### src/rtl/bp_pkg.sv
package bp_pkg;
  typedef logic [1:0] conf_t;

  localparam conf_t CONF_RESET = 2'b01;
  localparam conf_t CONF_MAX   = 2'b11;
  localparam conf_t CONF_MIN   = 2'b00;

  // The upper counter bit carries the direction guess.
  function automatic logic conf_says_taken(conf_t c);
    return c[1];
  endfunction

  function automatic conf_t conf_step(conf_t c, logic taken);
    conf_t n;
    n = c;
    if (taken && c != CONF_MAX) n = c + 2'd1;
    else if (!taken && c != CONF_MIN) n = c - 2'd1;
    return n;
  endfunction
endpackage

### src/rtl/bp_dir_table.sv
module bp_dir_table
  import bp_pkg::*;
#(
  parameter int IDX_W = 6
) (
  input  logic             clk,
  input  logic             rst_n,
  input  logic [IDX_W-1:0] rd_idx,
  output logic             rd_taken,
  input  logic             wr_en,
  input  logic [IDX_W-1:0] wr_idx,
  input  logic             wr_taken
);
  localparam int ENTRIES = 1 << IDX_W;

  conf_t [ENTRIES-1:0] conf_q;
  logic  [ENTRIES-1:0] slot_we;

  for (genvar g = 0; g < ENTRIES; g++) begin : g_we
    assign slot_we[g] = wr_en && (wr_idx == IDX_W'(g));
  end

  always_ff @(posedge clk) begin
    if (!rst_n) begin
      for (int i = 0; i < ENTRIES; i++) conf_q[i] <= CONF_RESET;
    end else begin
      for (int i = 0; i < ENTRIES; i++)
        if (slot_we[i]) conf_q[i] <= conf_step(conf_q[i], wr_taken);
    end
  end

  assign rd_taken = conf_says_taken(conf_q[rd_idx]);

  // a taken resolution never lowers the counter
  a_r2_up_monotonic: assert property (@(posedge clk) disable iff (!rst_n)
    (wr_en && wr_taken) |=> (conf_q[$past(wr_idx)] >= $past(conf_q[wr_idx])));
  // a not-taken resolution never raises the counter
  a_r2_down_monotonic: assert property (@(posedge clk) disable iff (!rst_n)
    (wr_en && !wr_taken) |=> (conf_q[$past(wr_idx)] <= $past(conf_q[wr_idx])));
  // counters stay still without a resolution
  a_r9_conf_hold: assert property (@(posedge clk) disable iff (!rst_n)
    !wr_en |=> $stable(conf_q));
endmodule

### src/rtl/bp_tgt_cache.sv
module bp_tgt_cache #(
  parameter int IDX_W = 6,
  parameter int TAG_W = 24,
  parameter int PC_W  = 32
) (
  input  logic             clk,
  input  logic             rst_n,
  input  logic [IDX_W-1:0] rd_idx,
  input  logic [TAG_W-1:0] rd_tag,
  output logic             rd_hit,
  output logic [PC_W-1:0]  rd_dest,
  input  logic             wr_en,
  input  logic [IDX_W-1:0] wr_idx,
  input  logic [TAG_W-1:0] wr_tag,
  input  logic [PC_W-1:0]  wr_dest
);
  localparam int ENTRIES = 1 << IDX_W;

  logic [ENTRIES-1:0] vld_q;
  logic [TAG_W-1:0]   tag_q  [ENTRIES];
  logic [PC_W-1:0]    dest_q [ENTRIES];
  logic [ENTRIES-1:0] slot_we;

  for (genvar g = 0; g < ENTRIES; g++) begin : g_slot
    assign slot_we[g] = wr_en && (wr_idx == IDX_W'(g));

    always_ff @(posedge clk) begin
      if (slot_we[g]) begin
        tag_q[g]  <= wr_tag;
        dest_q[g] <= wr_dest;
      end
    end
  end

  always_ff @(posedge clk) begin
    if (!rst_n) vld_q <= '0;
    else        vld_q <= vld_q | slot_we;
  end

  assign rd_hit  = vld_q[rd_idx] && (tag_q[rd_idx] == rd_tag);
  assign rd_dest = dest_q[rd_idx];

  // reset empties the cache
  a_r1_cache_clear: assert property (@(posedge clk)
    !rst_n |=> (vld_q == '0));
  // an install leaves the slot valid
  a_r6_install_valid: assert property (@(posedge clk) disable iff (!rst_n)
    wr_en |=> vld_q[$past(wr_idx)]);
  // valid flags stay still without an install
  a_r9_valid_hold: assert property (@(posedge clk) disable iff (!rst_n)
    !wr_en |=> $stable(vld_q));
endmodule

### src/rtl/branch_predictor.sv
module branch_predictor #(
  parameter int PC_W  = 32,
  parameter int IDX_W = 6
) (
  input  logic            clk,
  input  logic            rst_n,
  input  logic [PC_W-1:0] fetch_pc,
  output logic [PC_W-1:0] pred_npc,
  input  logic            upd_valid,
  input  logic [PC_W-1:0] upd_pc,
  input  logic            upd_taken,
  input  logic [PC_W-1:0] upd_target,
  input  logic [PC_W-1:0] upd_pred_npc,
  output logic            mispredict
);
  localparam int TAG_W   = PC_W - IDX_W - 2;
  localparam int IDX_LSB = 2;
  localparam int TAG_LSB = IDX_W + 2;

  logic [IDX_W-1:0] f_idx, u_idx;
  logic [TAG_W-1:0] f_tag, u_tag;
  logic             f_dir_taken, f_hit;
  logic [PC_W-1:0]  f_dest, f_seq, u_seq, u_real_npc;

  assign f_idx = fetch_pc[IDX_LSB +: IDX_W];
  assign f_tag = fetch_pc[TAG_LSB +: TAG_W];
  assign u_idx = upd_pc[IDX_LSB +: IDX_W];
  assign u_tag = upd_pc[TAG_LSB +: TAG_W];
  assign f_seq = fetch_pc + PC_W'(4);
  assign u_seq = upd_pc + PC_W'(4);

  bp_dir_table #(.IDX_W(IDX_W)) u_dir (
    .clk      (clk),
    .rst_n    (rst_n),
    .rd_idx   (f_idx),
    .rd_taken (f_dir_taken),
    .wr_en    (upd_valid),
    .wr_idx   (u_idx),
    .wr_taken (upd_taken)
  );

  bp_tgt_cache #(.IDX_W(IDX_W), .TAG_W(TAG_W), .PC_W(PC_W)) u_cache (
    .clk     (clk),
    .rst_n   (rst_n),
    .rd_idx  (f_idx),
    .rd_tag  (f_tag),
    .rd_hit  (f_hit),
    .rd_dest (f_dest),
    .wr_en   (upd_valid && upd_taken),
    .wr_idx  (u_idx),
    .wr_tag  (u_tag),
    .wr_dest (upd_target)
  );

  assign pred_npc   = (f_hit && f_dir_taken) ? f_dest : f_seq;
  assign u_real_npc = upd_taken ? upd_target : u_seq;
  assign mispredict = upd_valid && (upd_pred_npc != u_real_npc);

  // a flush is only requested alongside a resolution
  a_r7_flush_needs_update: assert property (@(posedge clk) disable iff (!rst_n)
    mispredict |-> upd_valid);
  // a redirect away from the sequential path needs a hit and a taken guess
  a_r5_redirect_source: assert property (@(posedge clk) disable iff (!rst_n)
    (pred_npc != f_seq) |-> (f_hit && f_dir_taken));
endmodule

### config.mk
export PLATFORM = sky130hd
export DESIGN_NAME = branch_predictor
export DESIGN_NICKNAME = d
export VERILOG_FILES = /design/src/rtl/bp_pkg.sv /design/src/rtl/bp_dir_table.sv /design/src/rtl/bp_tgt_cache.sv /design/src/rtl/branch_predictor.sv
export SDC_FILE = /design/constraint.sdc
export NUM_CORES = 2
export LEC_CHECK = 0
export BUFFER_PORTS_ARGS = -buffer_cell sky130_fd_sc_hd__buf_2
export CORE_UTILIZATION = 46
export DETAILED_ROUTE_END_ITERATION = 10
export PLACE_DENSITY_LB_ADDON = 0.1
export SETUP_SLACK_MARGIN = 0.2
export SLEW_MARGIN = 30
export SYNTH_ARGS = -nofsm -noshare
export SYNTH_HDL_FRONTEND = slang
export SYNTH_SLANG_ARGS = --single-unit
### constraint.sdc
create_clock -name clk -period 5.85 [get_ports clk]
set_clock_uncertainty 0.2 [all_clocks]
set_input_delay 0.585 -clock clk [delete_from_list [all_inputs] [get_ports clk]]
set_output_delay 0.585 -clock clk [all_outputs]
set_load 0.05 [all_outputs]
==> run metrics <==
relative slew slack=29.4%; Critical Path End=pred_npc[14]; period utilization=100%; WL per Instance=41.6 microns; RSZ-0062 raised after global routing=true; clock slew at reported path FFs=0.06 ns; first-pass GRT wire length=roughly 660000 microns; CP Cell Sequence=mux4_2 -> mux4_2 -> a22oi_1 -> nand2_2 -> xor2_1 -> a211oi_2 -> nand4_1 -> nor4_4 -> buf_6 -> buf_16 -> buf_12 -> buf_12 -> mux2_4 -> buf_8; GRT overflow=0; number of core rows=207; CTS tree=done; Starting Density=46.4%; largest net degree at the start of global routing=152; Final min period=5.86 ns; syn_area_per_cell=21.8 sq um; share of post-route cells with drive strength above 1=roughly 30%; Setup crit start kind=flop; final WL=~500000 microns; Worst-Margin Slew=1.06 ns; # setup viols final=5; CP Class=reg2out; post-synthesis mux area share=between 10% and 20%; Netlist cell types=76; Power Total=57.4 mW; Worst Hold Class=in2reg; xor and xnor fraction of the mapped netlist area=0.664%; maxcap violations=0; GPL Wtd Cong=roughly 0.85; Critical R2R Capture=u_dir.conf_q[96]$_SDFFE_PN1P_; Final WS setup=-0.0129 ns; DP HPWL=252000 microns; main combinational cell family by area after synthesis=multiplexers; vias in the first global route=approximately 76000; clock sinks=3776; EDFF count, synth=3584; failing checks=negative setup slack; FFs w/ async S/R, synth=0%; Synth Flop Type=edfxtp_1; Die Span X=569 microns; vias per cell=6.61; Clock Path Buffers=4; fmax=171 MHz; Reg2Reg Launch Point=u_dir.conf_q[96]$_SDFFE_PN1P_; clk root buf=clkbuf_16; reg2reg setup slack=4.65 ns; sequential share of the synthesized area=about three quarters; GRT Overall Usage=30.3%; Hold Vio Cnt, Final=0; fin. max-slew vios=0; via count=78400; Crit. End Element=output pin; Synth Area in Compound Gates=2.95%; post-route cell area=between 150000 and 200000 sq um; sum of buffers and inverters on the critical path=5; Fin Setup TNS=-0.0487 ns; Syn Nets=6914; Worst Path Max Fanout=8; FF-to-FF path depth=3; IO Port Bufs=164; die height=569 microns; DRT antenna net count=0; number of synthesized register bits=between 3000 and 4000; DRC Markers=0; Final #Nets=7487; Critical Path RT=5.07 ns; Worst path top cell family by delay=multiplexers; Pleak=53.0 nW; peak supply drop=267 uV; Slowest cell on crit path=mux4_2; Worst path depth=14; final core occ=53.2%; area grow syn2layout=14.9%; Initial DRC Count=roughly 12000; IO Count=165; YS warnings=0; CTS H-tree lvls=5; synthesized instance count=just under 7000; Placed Area=156000 sq um; antenna violations before repair=36; Simple-Gate Fraction of Synth Area=2.06%; Die Area=323000 sq um; placeable core area=319000 sq um; Pwr per Cell Area=339 nW/um^2; Critical Path AT=around 5 ns; Netlist Area Pre-Place=148000 sq um; cts bufs inserted=395; Worst Setup SP=u_cache.tag_q[30][12]$_DFFE_PP_; status=finished, violations left; Adder-Cell Fraction of Synth Area=0.0424%; DR pass1 iterations=8; clk_lat worst skew=0.96 ns; Worst path max stage delay=0.50 ns
==> registers in the layout, indices dropped and copies added, names as in the netlist <==
| name | cells |
|---|---|
| u_cache.dest_q | 2048 |
| u_cache.tag_q | 1536 |
| u_cache.vld_q | 64 |
| u_dir.conf_q | 128 |
==> synthesized netlist by cell type, drive strengths merged, types with 14 or more instances <==
cell / number / area share [%]
o31ai: 62 / 0.32
a22oi: 62 / 0.32
nand2: 187 / 0.48
inv: 14 / 0.036
clkbuf: 195 / 0.50
buf: 186 / 0.82
a21oi: 75 / 0.25
a21boi: 64 / 0.33
mux2: 49 / 0.45
dfxtp: 192 / 2.6
nor3: 73 / 0.25
nor2: 166 / 0.42
o21a: 64 / 0.33
o221ai: 57 / 0.34
mux4: 1082 / 17
mux2i: 66 / 0.45
o21ai: 144 / 0.49
xnor2: 70 / 0.42
xor2: 42 / 0.25
nand4: 20 / 0.085
nand3: 116 / 0.39
edfxtp: 3584 / 73
==> power by group <==
part | internal, mW | switching [mW]
sequential | 29.7 | 0.0887
clock | 13.9 | 10.5
combinational | 1.25 | 1.98
==> worst min path at each step <==
stage | start | to | slack, ns | cells after the start
6_report | upd_target[27] | u_cache.dest_q[50][27]$_DFFE_PP_ | 0.02 | 1
5_1_grt | upd_target[13] | u_cache.dest_q[26][13]$_DFFE_PP_ | 0.02 | 1
4_1_cts | upd_pc[22] | u_cache.tag_q[29][14]$_DFFE_PP_ | 0.03 | 2
3_5_place_dp | u_cache.vld_q[27]$_SDFF_PN0_ | u_cache.vld_q[27]$_SDFF_PN0_ | 0.25 | 1
3_3_place_gp | u_cache.vld_q[44]$_SDFF_PN0_ | u_cache.vld_q[44]$_SDFF_PN0_ | 0.24 | 1
2_1_floorplan | u_cache.vld_q[40]$_SDFF_PN0_ | u_cache.vld_q[40]$_SDFF_PN0_ | 0.23 | 1
==> kinds of logic (layout without fill, tap and decap cells) <==
group / Yosys count / after routing
multiplexers: 1197 / 1197
XOR/XNOR: 112 / 112
buffers and inverters: 401 / 1293
AO/OA/AOI/OAI: 631 / 631
AND/OR/NAND/NOR: 655 / 655
adder cells (fa/ha/maj): 5 / 5
other: 0 / 15
flip-flops: 3776 / 3776
==> per-stage QoR <==
stage	instances	setup slack, ns	hold slack, ns
floorplan	6777	-0.428	0.233
global placement	11100	-0.0196	0.239
detailed placement	11100	0.0156	0.248
CTS	11800	-0.0215	0.0274
global route	11900	-0.0479	0.0228
finish	11900	-0.0129	0.0208
==> metal layers <==
metal | track usage [%] | share of wire (%)
met5 | 0 | 0.013
met4 | 13.3 | 4.9
met3 | 4.28 | 8.3
met2 | 48.8 | 48
met1 | 41.6 | 39
==> repair_timing <==
item,4_1_cts,5_1_grt
cloned,2,4
hold endpoints to repair,261,69
hold buffers,19,2
resized for setup,89,19
setup buffers,11,0
pin swaps,2,3
endpoints found under the setup margin,32,33
==> cell type report <==
type                       count  area, sq um
tap                         4180         5230
clock inverter               205         1930
multi-input combinational   2600        34700
sequential                  3776       111000
timing repair buffer         561         5750
fill                       24600       149000
clock buffer                 511        10500
inverter                      16         77.6
antenna                       15         37.5
==> placed cells by master (no fill, tap or decap), types with 63 or more instances in the layout <==
cell type	Yosys	routed
o21a_1	64	64
nor2_1	166	156
mux2i_1	66	64
nand3_1	116	112
o21ai_0	141	140
clkbuf_1	195	107
a21boi_0	64	64
buf_2	95	118
dfxtp_1	192	192
buf_4	36	256
clkinv_1	2	80
clkinv_2	0	63
nand2_1	187	186
xnor2_1	70	68
edfxtp_1	3584	3584
a21oi_1	75	75
buf_12	1	106
mux4_2	1071	1073
clkbuf_16	0	404
Note: power is estimated with default switching activity, not from simulation.
